==> src/rtl/flash_cmd_pkg.sv <==
package flash_cmd_pkg;
  localparam logic [7:0] CMD_PROG  = 8'h10;
  localparam logic [7:0] CMD_ID    = 8'h90;
  localparam logic [7:0] CMD_RESET = 8'hFF;
  localparam logic [7:0] ID_MAKER  = 8'hBF;
  localparam logic [7:0] ID_DEVICE = 8'h04;

  typedef enum logic [1:0] {ST_RD, ST_ID, ST_ARM, ST_BUSY} ctrlState_t;

  typedef struct packed {
    logic startProg;
    logic commit;
    logic showStatus;
    logic showId;
  } dpCtl_t;
endpackage

==> src/rtl/flash_cmd_ctrl.sv <==
module flash_cmd_ctrl
  import flash_cmd_pkg::*;
#(
  parameter int AW = 4,
  parameter int PROG_CYCLES = 40,
  parameter logic [AW-1:0] UA0 = 'h5,
  parameter logic [AW-1:0] UA1 = 'hA,
  parameter logic [AW-1:0] UA2 = 'h5,
  parameter logic [7:0] UD0 = 8'hAA,
  parameter logic [7:0] UD1 = 8'h55,
  parameter logic [7:0] UD2 = 8'hA0
) (
  input  logic          clk,
  input  logic          rstN,
  input  logic          wrEvt,
  input  logic [AW-1:0] wrAddr,
  input  logic [7:0]    wrData,
  output dpCtl_t        ctl
);
  localparam int TW = $clog2(PROG_CYCLES + 1);
  localparam logic [AW-1:0] UL_A [3] = '{UA0, UA1, UA2};
  localparam logic [7:0]    UL_D [3] = '{UD0, UD1, UD2};

  ctrlState_t    state;
  logic          prot;
  logic [1:0]    step;
  logic [TW-1:0] timer;
  logic          stepHit, firstHit;

  assign stepHit  = (wrAddr == UL_A[step]) && (wrData == UL_D[step]);
  assign firstHit = (wrAddr == UL_A[0]) && (wrData == UL_D[0]);

  always_comb begin
    ctl.startProg  = wrEvt && (state == ST_ARM) && (wrData != CMD_RESET);
    ctl.commit     = (state == ST_BUSY) && (timer == '0);
    ctl.showStatus = (state == ST_BUSY);
    ctl.showId     = (state == ST_ID);
  end

  always_ff @(posedge clk) begin
    if (!rstN) begin
      state <= ST_RD;
      prot  <= 1'b1;
      step  <= '0;
      timer <= '0;
    end else if (state == ST_BUSY) begin
      if (timer == '0) state <= ST_RD;
      else             timer <= timer - 1'b1;
      if (wrEvt) step <= '0;
    end else if (wrEvt) begin
      if (stepHit) begin
        if (step == 2'd2) begin
          prot <= 1'b0;
          step <= '0;
        end else begin
          step <= step + 1'b1;
        end
      end else begin
        step <= firstHit ? 2'd1 : 2'd0;
      end
      if (state == ST_ARM) begin
        if (wrData == CMD_RESET) state <= ST_RD;
        else begin
          state <= ST_BUSY;
          timer <= TW'(PROG_CYCLES - 1);
        end
      end else if (wrData == CMD_PROG && !prot) state <= ST_ARM;
      else if (wrData == CMD_ID)                state <= ST_ID;
      else if (wrData == CMD_RESET)             state <= ST_RD;
    end
  end

  AST_PROT_NO_ARM: assert property (@(posedge clk) disable iff (!rstN)
    (prot && state != ST_ARM) |=> state != ST_ARM);
  AST_BUSY_END: assert property (@(posedge clk) disable iff (!rstN)
    (state == ST_BUSY && timer == '0) |=> state == ST_RD);
  AST_BUSY_HOLD: assert property (@(posedge clk) disable iff (!rstN)
    (state == ST_BUSY && timer != '0) |=> state == ST_BUSY);
endmodule

==> src/rtl/flash_cmd_dp.sv <==
module flash_cmd_dp
  import flash_cmd_pkg::*;
#(
  parameter int AW = 4,
  parameter int MIN_PULSE = 4
) (
  input  logic          clk,
  input  logic          rstN,
  input  logic          ceN,
  input  logic          weN,
  input  logic          oeN,
  input  logic [AW-1:0] addr,
  input  logic [7:0]    dqIn,
  input  dpCtl_t        ctl,
  output logic          wrEvt,
  output logic [AW-1:0] wrAddr,
  output logic [7:0]    wrData,
  output logic [7:0]    dqOut,
  output logic          dqOe
);
  localparam int DEPTH = 1 << AW;
  localparam int PW = $clog2(MIN_PULSE + 1);

  logic          sCe, sWe, sOe;
  logic [AW-1:0] sAddr, latAddr, tgtAddr;
  logic [7:0]    sDin, tgtData;
  logic          wrOn, wasWr, wrEnd, rdOn, wasRd, toggle;
  logic [PW-1:0] pulseCnt;
  logic [7:0]    mem [DEPTH];

  assign wrOn  = !sCe && !sWe && sOe;
  assign rdOn  = !sCe && !sOe;
  assign wrEnd = wasWr && !wrOn && (sCe || sWe) && sOe && (pulseCnt >= PW'(MIN_PULSE));

  always_ff @(posedge clk) begin
    if (!rstN) begin
      {sCe, sWe, sOe} <= 3'b111;
      sAddr <= '0;
      sDin  <= '0;
    end else begin
      {sCe, sWe, sOe} <= {ceN, weN, oeN};
      sAddr <= addr;
      sDin  <= dqIn;
    end
  end

  always_ff @(posedge clk) begin
    if (!rstN) begin
      wasWr    <= 1'b0;
      wasRd    <= 1'b0;
      pulseCnt <= '0;
      latAddr  <= '0;
      wrEvt    <= 1'b0;
      wrAddr   <= '0;
      wrData   <= '0;
      toggle   <= 1'b0;
    end else begin
      wasWr <= wrOn;
      wasRd <= rdOn;
      if (!wrOn)                            pulseCnt <= '0;
      else if (pulseCnt != PW'(MIN_PULSE))  pulseCnt <= pulseCnt + 1'b1;
      if (wrOn && !wasWr) latAddr <= sAddr;
      wrEvt <= wrEnd;
      if (wrEnd) begin
        wrAddr <= latAddr;
        wrData <= sDin;
      end
      if (rdOn && !wasRd && ctl.showStatus) toggle <= ~toggle;
    end
  end

  always_ff @(posedge clk) begin
    if (!rstN) begin
      for (int i = 0; i < DEPTH; i++) mem[i] <= 8'hFF;
      tgtAddr <= '0;
      tgtData <= '0;
    end else begin
      if (ctl.startProg) begin
        tgtAddr <= wrAddr;
        tgtData <= wrData;
      end
      if (ctl.commit) mem[tgtAddr] <= mem[tgtAddr] & tgtData;
    end
  end

  always_comb begin
    dqOe = rdOn;
    if (!rdOn)               dqOut = 8'h00;
    else if (ctl.showStatus) dqOut = {~tgtData[7], toggle, 6'b0};
    else if (ctl.showId)     dqOut = (sAddr == '0) ? ID_MAKER :
                                     (sAddr == AW'(1)) ? ID_DEVICE : 8'h00;
    else                     dqOut = mem[sAddr];
  end

  AST_NO_WR_OE_LOW: assert property (@(posedge clk) disable iff (!rstN)
    !sOe |=> !wrEvt);
  AST_PULSE_LEN: assert property (@(posedge clk) disable iff (!rstN)
    wrEvt |-> $past(pulseCnt) >= PW'(MIN_PULSE));
  AST_TGT_STABLE: assert property (@(posedge clk) disable iff (!rstN)
    (ctl.showStatus && !ctl.startProg) |=> $stable(tgtData));
endmodule

==> src/rtl/flash_cmd_if.sv <==
module flash_cmd_if
  import flash_cmd_pkg::*;
#(
  parameter int AW = 4,
  parameter int PROG_CYCLES = 40,
  parameter int MIN_PULSE = 4
) (
  input  logic          clk,
  input  logic          rstN,
  input  logic          ceN,
  input  logic          weN,
  input  logic          oeN,
  input  logic [AW-1:0] addr,
  input  logic [7:0]    dqIn,
  output logic [7:0]    dqOut,
  output logic          dqOe
);
  dpCtl_t        ctl;
  logic          wrEvt;
  logic [AW-1:0] wrAddr;
  logic [7:0]    wrData;

  flash_cmd_ctrl #(.AW(AW), .PROG_CYCLES(PROG_CYCLES)) i_ctrl (
    .clk(clk), .rstN(rstN), .wrEvt(wrEvt), .wrAddr(wrAddr),
    .wrData(wrData), .ctl(ctl));

  flash_cmd_dp #(.AW(AW), .MIN_PULSE(MIN_PULSE)) i_dp (
    .clk(clk), .rstN(rstN), .ceN(ceN), .weN(weN), .oeN(oeN),
    .addr(addr), .dqIn(dqIn), .ctl(ctl), .wrEvt(wrEvt),
    .wrAddr(wrAddr), .wrData(wrData), .dqOut(dqOut), .dqOe(dqOe));
endmodule

==> config.mk <==
export PLATFORM = sky130hd
export DESIGN_NAME = flash_cmd_if
export DESIGN_NICKNAME = d
export VERILOG_FILES = /design/src/rtl/flash_cmd_pkg.sv /design/src/rtl/flash_cmd_ctrl.sv /design/src/rtl/flash_cmd_dp.sv /design/src/rtl/flash_cmd_if.sv
export SDC_FILE = /design/constraint.sdc
export NUM_CORES = 1
export LEC_CHECK = 0
export BUFFER_PORTS_ARGS = -buffer_cell sky130_fd_sc_hd__buf_4
export CORE_MARGIN = 4
export CORE_UTILIZATION = 60
export CTS_BUF_LIST = sky130_fd_sc_hd__clkbuf_4 sky130_fd_sc_hd__clkbuf_8
export CTS_CLUSTER_DIAMETER = 150
export DETAILED_ROUTE_END_ITERATION = 10
export PLACE_DENSITY = 0.76
export REMOVE_ABC_BUFFERS = 1
export SLEW_MARGIN = 20
export SYNTH_ARGS = -nofsm -noshare
export SYNTH_HDL_FRONTEND = slang
export SYNTH_SLANG_ARGS = --single-unit
==> constraint.sdc <==
create_clock -name clk -period 2.75 [get_ports clk]
set_input_delay 0.1375 -clock clk [delete_from_list [all_inputs] [get_ports clk]]
set_output_delay 0.1375 -clock clk [all_outputs]
set_load 0.01 [all_outputs]
==> results_dict.tcl, run 1 <==
set metrics [dict create \
    status "finished clean" \
    cp.depth 7 \
    r2r-start "i_ctrl.timer[0]" \
    antenna_left 0 \
    clk_path_buf_depth 2 \
    r2r_end "i_dp.mem[0][6]" \
    p_leak_nw 3.62 \
    cts_resized 0 \
    yosysTopAreaCell "edfxtp_1" \
    clk_latency_ns 0.49 \
    rrSetupSlack_ns 0.15 \
    async_reset_ff_frac 0 \
    critPathMaxFanout 8 \
    drt-total-wl_um 23400 \
    cp_slowest_cell "nand2b_1" \
    cts_tree "yes" \
    grt_usage 0.273 \
    drt_drc_violations_left 0 \
    antenna_cells 0 \
    coreArea_mm2 0.0153 \
    cp.required_ns 2.89 \
    die_y_um 133 \
    avgRoutedWirePerCell_um 23.5 \
    die_area_mm2 0.0178 \
    fin_worst_skew_ns 0.00894 \
    cts_root_buf "clkbuf_8" \
    final_hold_viol_count 0 \
    crit_chain "inv_1 -> ha_1 -> nor3b_1 -> and3_1 -> nand4bb_1 -> nor3_2 -> nand2b_1" \
    initial_core_util 0.617 \
    crit_end "i_dp.mem[0][6]" \
    cpLargestDelayFamily "simple AND/OR/NAND/NOR gates" \
    crit_arrival_ns 2.73 \
    max_stage_delay_ns 0.44 \
    seq_area_mm2 0.00515 \
    synth_top_area_share 0.407 \
    synthFlopType "edfxtp_1" \
    place_hpwl_um 16000 \
    drt_first_pass_iters 5 \
    ys_seq_elements 193 \
    post-route-util 0.685 \
    hp-class "input port to register" \
    synth_edf_count 128 \
    maxSlewViolCount 0 \
    synthCells 716 \
    synth_top_cells_by_count "178 x nand2_1, 128 x edfxtp_1, 65 x dfxtp_1" \
    grt_start_max_net_pins 68 \
    num-fill-cells 1123 \
    rr_worst_depth 7 \
    setup_tns_ns 0 \
    gp_congestion 0.916 \
    min_period_ns 2.60 \
    rsz0062_at_grt "no" \
    fin_nets 796 \
    yosys_warnings 0 \
    multi_input_area_mm2 0.00396 \
    numCtsBuffers 17 \
    post_cts_buffers 0 \
    antenna_found_initial 0 \
    ir_worst_vdd_mv 0.478 \
    setup_viol 0 \
    globalRouteOverflowTotal 0 \
    synth_cell_types 53 \
    post_route_cells_drive_above_1_share 0.226 \
    start_kind "register" \
    drtIter0Drc 811 \
    crit_type "register to register" \
    vias 6257 \
    via_per_inst 6.28 \
    clkTransAtPathRegs_ns 0.09 \
    numPortBuffers 25 \
    critPathBufInv 1 \
    startpoint "i_ctrl.timer[0]" \
    fin_crit_sh 0.944 \
    htree_levels 4 \
    synth.most_common_cell "nand2_1" \
    grt_pass1_wl_um 36100 \
    worst_slew_pin_slew_ns 0.728 \
    num_rows 45 \
    synthTopCellsByArea "edfxtp_1 41%, dfxtp_1 14%, mux4_2 12%, nand2_1 7.1%, mux4_1 6.1%" \
    syn2layout_area_growth_pct 11.0 \
    slew_headroom 0.515 \
    grt_pass1_vias 6329 \
    synth_area_mm2 0.00944 \
    drv_cap 0 \
    die_w_um 133 \
    io-pin-count 26 \
    power_density_mw_per_mm2 517 \
    synth.yosys.seq_area_share 0.545 \
    max_freq_ghz 0.385 \
    clock_sinks 193 \
    synth_area_per_cell_um2 13.2 \
    endpoint_kind "register" \
]
==> worst min-delay path by stage <==
stage,startpoint,depth (start not counted),to
4_1_cts,rstN,3,i_dp.mem[3][2]
2_1_floorplan,rstN,1,i_ctrl.prot
3_5_place_dp,oeN,2,i_dp.sOe
6_report,rstN,3,i_dp.mem[3][2]
5_1_grt,rstN,3,i_dp.mem[3][2]
3_3_place_gp,weN,2,i_dp.sWe
==> worst register-to-register path, delay by kind of cell, from the launching register on <==
family / cells / cell delay (ns)
adder cells (fa/ha/maj): 1 / 0.14
buffers and inverters: 1 / 0.09
flip-flops: 1 / 0.34
AND/OR/NAND/NOR: 5 / 1.68
==> layout make-up <==
type,count,area share
sequential,193,0.491
tap,211,0.0252
timing repair buffer,84,0.0685
clock buffer,18,0.0230
multi-input combinational,470,0.378
clock inverter,12,0.0115
inverter,9,0.00322
==> per-layer routing <==
layer  global-route usage  vias up  part of all wire  routed length (um)
li1                     -     2780                 -                   -
met1                0.340     3113              0.37                8730
met2                0.460      295              0.50               11700
met3               0.0623       69             0.083                1950
met4                0.123        0             0.043                1010
met5                    0        -                 0                   0
==> cell families (layout without fill, tap and decap cells) <==
logic type,Yosys count,in the layout,synth area share
AND/OR/NAND/NOR,296,296,0.148
flip-flops,193,193,0.545
multiplexers,103,103,0.215
AO/OA/AOI/OAI,61,61,0.0454
buffers and inverters,53,123,0.0358
XOR/XNOR,6,6,0.00556
adder cells (fa/ha/maj),4,4,0.00530
==> state kept, by name (all words and copies together) (netlist names), 4 cells and up, named ones only <==
name	flops
i_dp.latAddr	4
i_dp.tgtData	8
i_ctrl.timer	6
i_dp.sAddr	4
i_dp.wrAddr	4
i_dp.wrData	8
i_dp.mem	128
i_dp.sDin	8
i_dp.tgtAddr	4
==> power breakdown <==
part / total (W) / internal [W] / switching, W
clock network: 0.00178 / 0.000792 / 0.000984
logic: 0.000393 / 0.000209 / 0.000184
registers: 0.00325 / 0.00319 / 0.0000605
total: 0.00542 / 0.00419 / 0.00123
==> through the flow <==
step	hold slack, ns	std cells	setup slack, ns	total power [W]	cell area (um2)
global placement	0.326	952	0.297	0.00367	9970
global route	0.223	997	0.00881	0.00559	10500
detailed placement	0.325	952	0.226	0.00369	9970
CTS	0.206	997	0.136	0.00544	10500
floorplan	0.199	672	-0.123	0.00351	9140
finish	0.248	997	0.153	0.00542	10500
==> cell usage in the layout (no fill, tap or decap), drive strengths merged, types with 3 or more instances in the layout <==
master,count
nor4,4
edfxtp,128
nor2b,17
dfxtp,65
nor3,12
clkinvlp,5
nor2,26
a21oi,3
mux2,15
inv,9
nand4,5
mux2i,16
buf,69
ha,4
nand2,186
nand3,5
mux4,72
nand2b,11
and2,18
o21ai,14
dlygate4sd3,15
o211ai,5
a21boi,15
nand4b,3
clkinv,5
a22oi,7
xor2,5
clkbuf,18
==> repair_timing <==
item / 4_1_cts / 5_1_grt
setup endpoints to repair: 0 / 0
hold endpoints to repair: 15 / 0
hold buffers: 15 / 0
Note: power is estimated with default switching activity, not from simulation.
==> run 2: changes to the inputs <==
==> constraint.sdc (replaced) <==
create_clock -name clk -period 3 [get_ports clk]
set_input_delay 0.15 -clock clk [delete_from_list [all_inputs] [get_ports clk]]
set_output_delay 0.15 -clock clk [all_outputs]
set_load 0.01 [all_outputs]
==> run 2 against run 1 <==
Total power down 8.6%. Register-to-register slack better by 0.23 ns. Sequential cell count did not move. Final area down 0.89%.
==> results_dict.tcl, run 2 (same netlist as run 1, synthesis figures left out) <==
set metrics [dict create \
    ir_worst_vdd_mv 0.363 \
    crit_arrival_ns 2.64 \
    drt-total-wl_um 23000 \
    avgRoutedWirePerCell_um 23.3 \
    cts_resized 0 \
    antenna_cells 0 \
    num-fill-cells 1094 \
    final_cell_mix "178 x nand2_1, 128 x edfxtp_1, 63 x dfxtp_1" \
    holdPathStages 2 \
    min_period_ns 2.79 \
    numPortBuffers 25 \
    clk_path_buf_depth 2 \
    final_hold_viol_count 0 \
    die_area_mm2 0.0178 \
    status "finished clean" \
    endpoint_kind "output pin" \
    drt_drc_violations_left 0 \
    antenna_found_initial 1 \
    coreArea_mm2 0.0153 \
    top_layer "met4" \
    setup_tns_ns 0 \
    route.met2.wl_um 11500 \
    maxSlewViolCount 0 \
    numCtsBuffers 17 \
    initial_core_util 0.617 \
    grt_usage 0.273 \
    clkTransAtPathRegs_ns 0.10 \
    clock_sinks 193 \
    htree_levels 4 \
    r2r-start "i_ctrl.timer[0]" \
    fin_worst_skew_ns 0.0179 \
    p_leak_nw 3.58 \
    cts_root_buf "clkbuf_8" \
    worst_slew_pin_slew_ns 0.995 \
    final_common_cell "nand2_1" \
    crit_type "register to output pin" \
    slew_headroom 0.334 \
    fin_nets 785 \
    power_density_mw_per_mm2 476 \
    r2r_end "i_dp.mem[15][4]" \
    grt_pass1_vias 6209 \
    largest_reg_flops 128 \
    vias 6251 \
    fin_crit_sh 0.930 \
    post_route_cells_drive_above_1_share 0.221 \
    hp-class "input port to register" \
    grt_pass1_wl_um 35900 \
    gp_congestion 0.942 \
    rsz0062_at_grt "no" \
    drtIter0Drc 633 \
    wl_met1_um 8850 \
    place_hpwl_um 15700 \
    rrSetupSlack_ns 0.38 \
    num_rows 45 \
    drv_cap 0 \
    via_per_inst 6.33 \
    syn2layout_area_growth_pct 10.0 \
    globalRouteOverflowTotal 0 \
    wl_met3_um 1810 \
    die_w_um 133 \
    critPathMaxFanout 33 \
    io-pin-count 26 \
    cts_tree "yes" \
    grt_start_max_net_pins 59 \
    clk_latency_ns 0.49 \
    max_freq_ghz 0.358 \
    start_kind "register" \
    hp-start "rstN" \
    rr_worst_depth 7 \
    regMostFlops "i_dp.mem" \
    cp.required_ns 2.85 \
    post_cts_buffers 0 \
    antenna_left 0 \
    post-route-util 0.679 \
    setup_viol 0 \
    drt_first_pass_iters 5 \
    die_y_um 133 \
]
-- run 2: cell count changes in the layout (fill, tap and decap cells not counted), moves of 2 or more --
cell	before	now
bufinv_16	2	0
clkinv_1	3	0
buf_4	65	55
clkinvlp_4	4	1
inv_8	0	3
inv_6	0	5
clkinv_4	1	3
-- run 2: cell type report --
cell class | instances | area (um2) | share of cell area
multi-input cells | 470 | 3960 | 0.381
well taps | 211 | 264 | 0.0254
repair buffers | 73 | 623 | 0.0600
clock buffers | 18 | 241 | 0.0232
clock inverters | 14 | 121 | 0.0117
flip-flops and latches | 193 | 5150 | 0.495
inverters | 9 | 33.8 | 0.00325
-- run 2: layer usage --
layer | global-route usage | vias to the layer above
li1 | - | 2764
met5 | 0 | -
met4 | 0.123 | 0
met2 | 0.451 | 336
met1 | 0.355 | 3101
met3 | 0.0506 | 50
-- run 2: how the worst max path moves through the flow --
stage          slack [ns]  depth (start not counted)              end            start
3_3_place_gp         0.58                          7  i_dp.mem[12][3]  i_ctrl.timer[0]
3_5_place_dp         0.47                          7  i_dp.mem[15][4]  i_ctrl.timer[0]
6_report             0.21                          6         dqOut[7]    i_dp.sAddr[0]
2_1_floorplan        0.13                          4   i_dp.mem[8][7]         register
5_1_grt              0.08                          6         dqOut[7]    i_dp.sAddr[0]
4_1_cts              0.24                          6         dqOut[7]    i_dp.sAddr[0]
-- run 2: per-stage QoR --
step                area, um2  hold slack, ns  setup WS (ns)  std cells  power, W
floorplan                9140           0.212          0.127        672   0.00322
global placement         9880           0.335          0.575        941   0.00336
detailed placement       9880           0.346          0.471        941   0.00337
CTS                     10400          0.0505          0.243        988   0.00497
global route            10400          0.0670         0.0773        988   0.00512
finish                  10400          0.0755          0.210        988   0.00495
-- run 2: what timing repair did --
| action | 4_1_cts | 5_1_grt |
|---|---|---|
| hold endpoints to repair | 15 | 0 |
| endpoints found under the setup margin | 0 | 0 |
| hold buffers | 15 | 0 |
-- run 2: critical path, stage by stage, from the launching register on --
cell,delay [ns]
dfxtp_2,0.37
buf_12,0.27
mux4_2,0.57
mux2_2,0.31
a22oi_1,0.29
nand2_1,0.14
buf_4,0.17
-- run 2: power by group --
part | internal [W] | leakage [nW] | switching [W]
Clock | 0.000612 | 0.188 | 0.00101
Sequential | 0.00292 | 1.82 | 0.0000566
Combinational | 0.000187 | 1.57 | 0.000162
==> run 3: changes to the inputs <==
--- a/config.mk
+++ b/config.mk
@@ -12,6 +12,7 @@
 export CTS_CLUSTER_DIAMETER = 150
 export DETAILED_ROUTE_END_ITERATION = 10
 export PLACE_DENSITY = 0.76
+export RECOVER_POWER = 50
 export REMOVE_ABC_BUFFERS = 1
 export SLEW_MARGIN = 20
 export SYNTH_ARGS = -nofsm -noshare
==> run 3 against run 2 <==
The flow now finishes with violations (max-capacitance violations, max-slew violations). Worst setup slack got worse by 0.084 ns. Fmax fell by 2.9%. Cell count is the same. Sequential share of layout area rose by 0.40 points. Highest routed layer unchanged. Global-route usage stayed put. Clock power about the same. Critical path type is now register to register.
==> results_dict.tcl, run 3 (same netlist as run 1, synthesis figures left out) <==
set metrics [dict create \
    num_rows 45 \
    num-fill-cells 1116 \
    rsz0062_at_grt "no" \
    grt_pass1_wl_um 35900 \
    drt_first_pass_iters 5 \
    critPathBufInv 1 \
    regMostFlops "i_dp.mem" \
    worst_path_most_repeated_cell "nand2_1" \
    crit_arrival_ns 3.10 \
    avgRoutedWirePerCell_um 23.3 \
    grt_pass1_vias 6209 \
    worst_slew_pin_slew_ns 2.09 \
    power_density_mw_per_mm2 480 \
    maxSlewViolCount 59 \
    initial_core_util 0.617 \
    gp_congestion 0.942 \
    io-pin-count 26 \
    setup_tns_ns 0 \
    clk_path_buf_depth 2 \
    hp-class "input port to register" \
    max_stage_delay_ns 0.68 \
    placed_area_mm2 0.00988 \
    start_kind "register" \
    min_period_ns 2.87 \
    cpLargestDelayFamily "multiplexers" \
    fin_crit_sh 0.958 \
    coreArea_mm2 0.0153 \
    drt-total-wl_um 23000 \
    htree_levels 4 \
    multi_input_area_mm2 0.00391 \
    cp_slowest_cell "mux4_1" \
    endpoint_kind "register" \
    clk_latency_ns 0.50 \
    ir_worst_vdd_mv 0.358 \
    antenna_left 0 \
    drtIter0Drc 573 \
    drv_cap 1 \
    power_w 0.00495 \
    seq_area_mm2 0.00515 \
    numCtsBuffers 17 \
    failed_checks "max-capacitance violations, max-slew violations" \
    post-route-cell-area_mm2 0.0103 \
    fin_nets 785 \
    critPathMaxFanout 32 \
    die_w_um 133 \
    place_hpwl_um 15700 \
    die_area_mm2 0.0178 \
    p_leak_nw 3.48 \
    grt_start_max_net_pins 59 \
    final_common_cell "nand2_1" \
    via_per_inst 6.27 \
    cts_tree "yes" \
    die_y_um 133 \
    numPortBuffers 25 \
    globalRouteOverflowTotal 0 \
    grt_usage 0.273 \
    cts_resized 0 \
    clkTransAtPathRegs_ns 0.10 \
    vias 6198 \
    syn2layout_area_growth_pct 9.15 \
    status "finished with violations" \
    setup_viol 0 \
    cts_root_buf "clkbuf_8" \
    largest_reg_flops 128 \
    holdWs_ns 0.0695 \
    final_hold_viol_count 0 \
    crit_type "register to register" \
    clock_sinks 193 \
    fin_worst_skew_ns 0.0218 \
    antenna_cells 0 \
    max_freq_ghz 0.348 \
    slew_headroom -0.396 \
    antenna_found_initial 1 \
    drt_drc_violations_left 0 \
    final_cell_mix "185 x nand2_1, 128 x edfxtp_1, 63 x dfxtp_1" \
    post_route_cells_drive_above_1_share 0.205 \
    cp.required_ns 3.23 \
    crit_chain "buf_6 -> mux4_1 -> mux4_2 -> nand2_1 -> nand2_1" \
]
==> run 3: power by group <==
| group | internal, W | switching [W] |
|---|---|---|
| clock | 0.000612 | 0.00101 |
| sequential | 0.00292 | 0.0000568 |
| combinational | 0.000185 | 0.000159 |
==> run 3: through the flow <==
stage          std cells   util  worst slack, ns
2_1_floorplan        672      -            0.127
5_1_grt              988  0.673           0.0469
6_report             988  0.673            0.126
4_1_cts              988  0.679            0.243
3_3_place_gp         941  0.645            0.575
3_5_place_dp         941  0.645            0.471
==> run 3: repair_timing <==
| item | CTS | global route |
|---|---|---|
| hold endpoints to repair | 15 | 0 |
| setup buffers | 0 | 0 |
| hold buffers | 15 | 0 |
==> run 3: layout make-up <==
cell class,instances,area share
clock buffers,18,0.0234
clock inverters,14,0.0118
inverters,9,0.00328
multi-input cells,470,0.379
flip-flops and latches,193,0.499
well taps,211,0.0256
repair buffers,73,0.0574
==> run 3: per-layer routing <==
metal,routed length [um],track usage
met5,0,0
met4,876,0.123
met3,1860,0.0506
met2,11600,0.451
met1,8700,0.355
==> run 3: final timing paths <==
check / startpoint / endpoint / slack (ns) / depth (start not counted)
setup / recovery: register / i_dp.mem[15][2] / 0.13 / 5
hold / removal: rstN / i_dp.tgtAddr[3] / 0.07 / 2
setup reg to reg: register / i_dp.mem[15][2] / 0.13 / 5
hold reg to reg: i_dp.sDin[1] / i_dp.wrData[1] / 0.46 / 2
